[src/rtl/rx_ring_dma.sv]
module rx_ring_dma #(
  parameter int AW        = 32,
  parameter int MAX_FRAME = 2032
) (
  input  logic          clk,
  input  logic          rst_n,
  input  logic          reg_wr,
  input  logic [2:0]    reg_addr,
  input  logic [31:0]   reg_wdata,
  output logic [31:0]   reg_rdata,
  input  logic          in_valid,
  input  logic [7:0]    in_data,
  input  logic          in_last,
  output logic          in_ready,
  output logic          mem_req,
  output logic          mem_we,
  output logic          mem_byte,
  output logic [AW-1:0] mem_addr,
  output logic [31:0]   mem_wdata,
  input  logic          mem_ack,
  input  logic [31:0]   mem_rdata,
  output logic          ev_rxf,
  output logic          ev_rxb
);
  localparam int CW = $clog2(MAX_FRAME + 1);
  localparam logic [CW-1:0] DATA_MAX = CW'(MAX_FRAME - 4);
  localparam logic [15:0] F_E = 16'h8000, F_W = 16'h2000, F_L = 16'h0800;
  localparam logic [15:0] F_LG = 16'h0020, F_TR = 16'h0001;

  typedef enum logic [3:0] {
    S_IDLE, S_RD0, S_RD1, S_WAIT, S_PUT, S_WR, S_CLOSE, S_FIN, S_DROP
  } st_t;

  st_t            state;
  logic           enable, rx_active;
  logic [31:0]    rxctl;
  logic [AW-1:0]  ring, cur, bptr;
  logic [10:0]    bufmax, cnt, eff_max;
  logic [15:0]    flags, errf, clr_flags;
  logic [CW-1:0]  stored;
  logic [7:0]     pend, crc_byte;
  logic [31:0]    crc, fcs_sh;
  logic [1:0]     crc_idx;
  logic           infr, data_done, in_crc, trunc;
  logic           take, db_hit;
  logic [AW-1:0]  next_desc;

  function automatic logic [31:0] crc_step(input logic [31:0] c, input logic [7:0] d);
    logic [31:0] r;
    r = c ^ {24'b0, d};
    for (int i = 0; i < 8; i++)
      r = r[0] ? ((r >> 1) ^ 32'hEDB88320) : (r >> 1);
    return r;
  endfunction

  assign eff_max   = (bufmax == 11'd0) ? 11'd16 : bufmax;
  assign fcs_sh    = ~crc >> {2'd3 - crc_idx, 3'b000};
  assign crc_byte  = fcs_sh[7:0];
  assign errf      = (trunc ? (F_TR | F_LG) : 16'h0) |
                     ((32'(stored) > 32'(rxctl[31:16])) ? F_LG : 16'h0);
  assign clr_flags = flags & ~F_E;
  assign next_desc = ((flags & F_W) != 16'h0) ? ring : cur + AW'(8);
  assign db_hit    = reg_wr && reg_addr == 3'd1;

  assign in_ready = (state == S_WAIT && (enable || infr)) || state == S_DROP;
  assign take     = in_valid && in_ready;

  assign mem_req  = state inside {S_RD0, S_RD1, S_WR, S_CLOSE, S_FIN};
  assign mem_we   = state inside {S_WR, S_CLOSE, S_FIN};
  assign mem_byte = state == S_WR;

  always_comb begin
    case (state)
      S_RD1:   mem_addr = cur + AW'(4);
      S_WR:    mem_addr = bptr + AW'(cnt);
      default: mem_addr = cur;
    endcase
    case (state)
      S_WR:    mem_wdata = {24'b0, pend};
      S_CLOSE: mem_wdata = {clr_flags, 5'b0, cnt};
      S_FIN:   mem_wdata = {clr_flags | F_L | errf, 5'b0, cnt};
      default: mem_wdata = 32'b0;
    endcase
    case (reg_addr)
      3'd0:    reg_rdata = {31'b0, enable};
      3'd1:    reg_rdata = {7'b0, rx_active, 24'b0};
      3'd2:    reg_rdata = rxctl;
      3'd3:    reg_rdata = 32'(ring);
      3'd4:    reg_rdata = {21'b0, bufmax};
      default: reg_rdata = 32'b0;
    endcase
  end

  always_ff @(posedge clk or negedge rst_n) begin
    if (!rst_n) begin
      state <= S_IDLE;  enable <= 1'b0;  rx_active <= 1'b0;
      rxctl <= 32'h05EE_0000;  bufmax <= 11'h600;
      ring <= '0;  cur <= '0;  bptr <= '0;  flags <= '0;
      cnt <= '0;  stored <= '0;  pend <= '0;  crc <= '1;  crc_idx <= '0;
      infr <= 1'b0;  data_done <= 1'b0;  in_crc <= 1'b0;  trunc <= 1'b0;
      ev_rxf <= 1'b0;  ev_rxb <= 1'b0;
    end else begin
      ev_rxf <= 1'b0;
      ev_rxb <= 1'b0;
      if (reg_wr) begin
        case (reg_addr)
          3'd0: enable <= reg_wdata[0];
          3'd2: rxctl  <= reg_wdata & 32'h07FF_003F;
          3'd3: begin
            ring <= reg_wdata[AW-1:0] & ~AW'(3);
            if (state == S_IDLE) cur <= reg_wdata[AW-1:0] & ~AW'(3);
          end
          3'd4: bufmax <= reg_wdata[10:0] & 11'h7F0;
          default: ;
        endcase
      end
      case (state)
        S_IDLE: if (db_hit && enable && !rx_active) state <= S_RD0;
        S_RD0: if (mem_ack) begin
          flags <= mem_rdata[31:16];
          if (mem_rdata[31]) state <= S_RD1;
          else begin
            rx_active <= 1'b0;
            state <= (infr && !data_done) ? S_DROP : S_IDLE;
            infr <= 1'b0;  data_done <= 1'b0;  in_crc <= 1'b0;  trunc <= 1'b0;
            stored <= '0;  crc <= '1;
          end
        end
        S_RD1: if (mem_ack) begin
          bptr <= mem_rdata[AW-1:0];
          cnt  <= '0;
          if (infr) state <= S_WR;
          else begin
            rx_active <= 1'b1;
            state <= S_WAIT;
          end
        end
        S_WAIT: begin
          if (!enable && !infr) begin
            rx_active <= 1'b0;
            state <= S_IDLE;
          end else if (take) begin
            infr <= 1'b1;
            crc  <= crc_step(crc, in_data);
            if (in_last) data_done <= 1'b1;
            if (stored >= DATA_MAX) begin
              trunc <= 1'b1;
              if (in_last) begin
                in_crc <= 1'b1;  crc_idx <= '0;  state <= S_PUT;
              end
            end else begin
              pend  <= in_data;
              state <= S_PUT;
            end
          end
        end
        S_PUT: begin
          if (in_crc) pend <= crc_byte;
          state <= (cnt == eff_max) ? S_CLOSE : S_WR;
        end
        S_WR: if (mem_ack) begin
          cnt    <= cnt + 11'd1;
          stored <= stored + CW'(1);
          if (in_crc) begin
            if (crc_idx == 2'd3) state <= S_FIN;
            else begin
              crc_idx <= crc_idx + 2'd1;  state <= S_PUT;
            end
          end else if (data_done) begin
            in_crc <= 1'b1;  crc_idx <= '0;  state <= S_PUT;
          end else state <= S_WAIT;
        end
        S_CLOSE: if (mem_ack) begin
          ev_rxb <= 1'b1;
          cur    <= next_desc;
          state  <= S_RD0;
        end
        S_FIN: if (mem_ack) begin
          ev_rxf <= 1'b1;
          cur    <= next_desc;
          infr <= 1'b0;  data_done <= 1'b0;  in_crc <= 1'b0;  trunc <= 1'b0;
          stored <= '0;  crc <= '1;
          state  <= S_RD0;
        end
        S_DROP: if (take && in_last) state <= S_IDLE;
        default: state <= S_IDLE;
      endcase
    end
  end

  a_r4_buf_bound: assert property (@(posedge clk) disable iff (!rst_n)
    (mem_req && mem_we && mem_byte) |-> (cnt < eff_max));
  a_r4_mem_hold: assert property (@(posedge clk) disable iff (!rst_n)
    (mem_req && !mem_ack) |=> (mem_req && $stable(mem_addr) && $stable(mem_we)));
  a_r6_wb_not_empty: assert property (@(posedge clk) disable iff (!rst_n)
    (mem_req && mem_we && !mem_byte) |-> !mem_wdata[31]);
  a_r6_events_excl: assert property (@(posedge clk) disable iff (!rst_n)
    !(ev_rxf && ev_rxb));
  a_r7_frame_cap: assert property (@(posedge clk) disable iff (!rst_n)
    32'(stored) <= 32'(MAX_FRAME));
  a_r2_active_from_desc: assert property (@(posedge clk) disable iff (!rst_n)
    $rose(rx_active) |-> $past(state == S_RD1 && mem_ack));
  a_r3_ready_active: assert property (@(posedge clk) disable iff (!rst_n)
    (in_ready && state != S_DROP) |-> rx_active);
endmodule

[config.mk]
export PLATFORM = sky130hd
export DESIGN_NAME = rx_ring_dma
export DESIGN_NICKNAME = d
export VERILOG_FILES = /design/src/rtl/rx_ring_dma.sv
export SDC_FILE = /design/constraint.sdc
export NUM_CORES = 1
export LEC_CHECK = 0
export BUFFER_PORTS_ARGS = -buffer_cell sky130_fd_sc_hd__buf_2
export CELL_PAD_IN_SITES_DETAIL_PLACEMENT = 0
export CELL_PAD_IN_SITES_GLOBAL_PLACEMENT = 1
export CORE_MARGIN = 5
export CORE_UTILIZATION = 35
export CTS_CLUSTER_DIAMETER = 200
export DETAILED_ROUTE_END_ITERATION = 6
export PLACE_DENSITY_LB_ADDON = 0.1
export SLEW_MARGIN = 20
export SYNTH_ARGS = -nofsm -noshare
export SYNTH_HDL_FRONTEND = slang
export SYNTH_SLANG_ARGS = --single-unit
[constraint.sdc]
create_clock -name clk -period 3.4 [get_ports clk]
set_clock_uncertainty 0.15 [all_clocks]
set_input_delay 0.17 -clock clk [delete_from_list [all_inputs] [get_ports clk]]
set_output_delay 0.17 -clock clk [all_outputs]
set_load 0.02 [all_outputs]
# [Word-level counts from Yosys, hierarchy flattened]
# Index checks and enable logic that the tools add are counted.
[word_totals] reg_bits=209 out_inout_bits=102 elab_cells=212 in_bits=81
[op_classes] n_mux=93 order_cmp=2 reduce_logical=43 addsub=7 eq_ne=34 bitwise_logic=12 shift=1
[op_table] operator="$mux W32" n=19
[op_table] operator="$pmux W32 S5" n=1
[op_table] operator="$not A13 Y14" n=8
[op_table] operator="$pmux W32 S3" n=1
[op_table] operator="$pmux W31 S3" n=1
[op_table] operator="$mux W11" n=6
[op_table] operator="$pmux W32 S2" n=1
[op_table] operator="$mux W4" n=13
[op_table] operator="$pmux W11 S3" n=1
[op_table] operator="$add A32 B11 Y32" n=1
[op_table] operator="$add A32 B3 Y32 const B" n=1
[op_table] operator="$add A32 B4 Y32 const B" n=1
[op_table] operator="$mux W8" n=4
[op_table] operator="$not A32 Y32" n=1
[op_table] operator="$pmux W4 S8" n=1
[op_table] operator="$shr A32 B5 Y8" n=1
[op_table] operator="$xor A32 B8 Y32" n=1
[op_table] operator="$mux W1" n=23
[op_table] operator="$add A11 B1 Y11 const B" n=2
[op_table] operator="$pmux W11 S2" n=1
[op_table] operator="$mux W2" n=10
[op_table] operator="$ne A2 B2 Y1 const B" n=10
[op_table] operator="$eq A4 B3 Y1 const B" n=4
[op_table] operator="$pmux W8 S2" n=1
[op_table] operator="other kinds (42)" n=79

# [Logic depth before layout (Yosys ltp)]
[depth] word_depth=20 mapped_depth=11 ltp_nobuf=10

# [Worst setup path before layout]
# Ideal clock, no wire load.
[synth_path] path_kind="register to output" from="reg cnt[0]" to="out mem_addr[20]" arrival_ps=2524 required_ps=3080 path_buffers=0 slack_ps=556 path_stages_with_launch=11 cell_sequence="dfrtp_1 -> ha_1 -> inv_1 -> fa_1 -> nand2b_1 -> a211oi_1 -> o31ai_1 -> a21oi_1 -> nand3_1 -> xor2_1 -> o211ai_1"
[synth_via] elab_chain_len=2
[synth_rtl] item="start: declaration" line="38" rtl="logic [10:0] bufmax, cnt, eff_max;"
[synth_rtl] item="start signal: assignment" line="162" rtl="cnt <= cnt + 11'd1;"
[synth_rtl] item="$add A32 B11 Y32" line="75" rtl="S_WR: mem_addr = bptr + AW'(cnt);"
[synth_rtl] item="$pmux W32 S2" line="73" rtl="case (state)"
[synth_rtl] item="end: declaration" line="18" rtl="output logic [AW-1:0] mem_addr,"
# Every way passes these cells.

# [Final worst setup path]
[layout_path] from="reg cnt[8]" to="out mem_addr[11]"
# The elaborated chain is that of the path after synthesis.

==> flow_summary.toml <==
[global_route]
antenna_found_initial = 0
first_global_vias = 11300
grt_start_max_net_pins = 86
grt_pass1_wl_mm = 68.4
grt.overflow.total = 0
gr-usage-all-layers_pct = 21.0

[critical_path]
arrival_ps = 2960
reg2reg_from = "state[0]"
start_kind = "register"
endpoint_kind = "primary output"
cpPeakStageDelay_ps = 470
r2r_setup_slack_ps = 620
worstPathMaxFanout = 6
r2r_end = "cur[23]"
rr_worst_depth = 8
crit_chain = "ha_4 > a21oi_1 > o21ai_1 > a211o_1 > o22ai_4 > clkdlybuf4s15_2 > buf_4 > xor2_1 > o21ai_0 > buf_2"
critPathKind = "reg -> out"
cp_slowest_cell = "dfrtp_2"
required_ps = 3080

[die]
pin_count = 183
start_util_pct = 35.1
fp-row-count = 70
coreArea_um2 = 36300
fp.dieH_um = 201
dieWidth_um = 201
die_area_um2 = 40400

[yosys]
yosysWarnings = 0
ys_ff_latch = 209
synth.distinct_cells = 76
syn_avg_cell_area_um2 = 9.39
synth-edff-count = 0
yosys-top-cells-area = "dfrtp_1, dfstp_2, mux2_2"
synth_top_area_share_pct = 32.7
async_flop_share_pct = 100
ys_seq_area_share_pct = 41.4
ys_top_cells_by_count = "nand2_1, dfrtp_1, o21ai_0"
synth_top_area_cell = "dfrtp_1"
yosysMostFrequentCell = "nand2_1"
yosys_most_used_dff = "dfrtp_1"
syn-cell-area_um2 = 12800
postSynthCellCount = 1360

[min_path]
worstHoldEndpoint = "crc[26]"
hp-class = "in -> reg"
hold_start = "in_data[4]"
worstHoldPathCells = 4

[timing]
fmax_mhz = 305
fin_tns_setup_ps = 0
relSlewSlack_pct = 48.7
finalHoldViolCount = 0
whs_ps = 29.3
maxSlewViolCount = 0
min_period_ps = 3280
worst_pin_slew_ps = 765
period_share_pct = 96.5
setup_viol = 0

[run_status]
status = "complete, no violations"

[cells_and_area]
ff_latch_area_um2 = 5290
multi_input_area_um2 = 7200
fin_util_pct = 44.6
drive_above_1_share_pct = 27.3
n_antenna_cell = 0
syn_to_final_growth_pct = 26.8
nNetsFinal = 1724
nFillCells = 3554

[drt]
vias = 11100
wl_per_cell_um = 20.7
ant_nets = 0
via_per_inst = 5.30
dr.pass1.iters = 5
drc = 0
drtIter0Drc = 747
drt_wl_total_mm = 43.4

[power]
leakage_nw = 7.01
ir_drop_uv = 490
p_total_mw = 12.9
power_density_nw_per_um2 = 797

[cts]
htree_levels = 1
cts_root_buf = "clkbuf_16"
clk_latency_ps = 550
cts_tree = "built"
max-clock-path-buffers = 3
clock_sinks = 209
path_clk_slew_ps = 60
cts_made_buffers = 26

[place]
portBuffers = 176
place_congestion = 0.889
dp_hpwl_mm = 31.9

[run]
maxCapViolCount = 0
[cells in the final DEF, fill, tap and decap left out, drive strengths merged, types with 26 or more instances in the layout]
master / count
a21oi: 60
a22o: 27
and2: 32
buf: 232
clkbuf: 39
dfrtp: 167
dfstp: 42
dlygate4sd3: 75
ha: 29
inv: 35
mux2: 72
nand2: 190
nand3: 38
nor2: 80
o211ai: 26
o21ai: 83
xnor2: 68
xor2: 49
[state kept, by name, indices dropped and copies added, names as in the netlist]
register	flops
cnt	11
crc	32
in_crc	1
stored	11
crc_idx	2
flags	15
pend	8
data_done	1
ring	30
rxctl	17
ev_rxb	1
ev_rxf	1
state	4
rx_active	1
bptr	32
cur	32
bufmax	7
enable	1
infr	1
trunc	1
[cell type report]
type                    count  area share [%]
multi-input cells        1033            44.4
clock inverters             9           0.564
well taps                 468            3.62
flip-flops and latches    209            32.7
inverters                  35           0.811
clock buffers              39            4.81
repair buffers            308            13.1
[logic make-up after synthesis]
| kind of cell | synth area share, % |
|---|---|
| XOR/XNOR | 8.02 |
| multiplexers | 8.54 |
| adder cells (fa/ha/maj) | 3.00 |
| AND/OR/NAND/NOR | 18.0 |
| other | 0.0294 |
| buffers and inverters | 3.88 |
| AO/OA/AOI/OAI | 17.1 |
| flip-flops | 41.4 |
[stage by stage]
stage / setup slack (ps) / std cells / area [µm²]
floorplan: 556 / 1365 / 12800
global placement: 345 / 1970 / 14300
detailed placement: 350 / 1970 / 14300
CTS: 2.34 / 2095 / 16000
global route: -16.8 / 2101 / 16200
finish: 121 / 2101 / 16200
[per-layer routing]
layer  wire length [µm]  GRT usage [%]  part of all wire (%)
met5                  0              0                     0
met2              19000           32.0                    44
met1              21900           31.9                    50
met3               1760           2.71                   4.1
met4                830           4.50                   1.9
[timing repair]
action,in CTS,in global routing
cloned,0,1
endpoints found under the setup margin,14,18
hold endpoints to repair,224,0
buffers inserted,2,6
hold buffers,75,0
resized for setup,14,36
pin swaps,4,8
[critical path, delay by kind of cell (launching register included)]
family | cells | cell delay (ps)
AOI/OAI and AO/OA | 5 | 960
buffers and inverters | 3 | 680
DFF | 1 | 470
adders and majority gates | 1 | 260
xor gates and xnor gates | 1 | 50
[power by group]
group | switching [mW] | internal [mW] | leakage (nW)
combinational | 3.02 | 2.54 | 4.06
clock | 1.14 | 1.66 | 0.429
sequential | 1.07 | 3.47 | 2.52
[worst max path at each step]
stage	from	end	cells past startpoint
2_1_floorplan	cnt[0]	mem_addr[20]	10
3_3_place_gp	bptr[0]	mem_addr[20]	11
3_5_place_dp	bptr[0]	mem_addr[20]	11
4_1_cts	bptr[0]	mem_addr[20]	11
5_1_grt	cnt[0]	mem_addr[20]	11
6_report	cnt[8]	mem_addr[11]	10
Note: power is estimated with default switching activity, not from simulation.
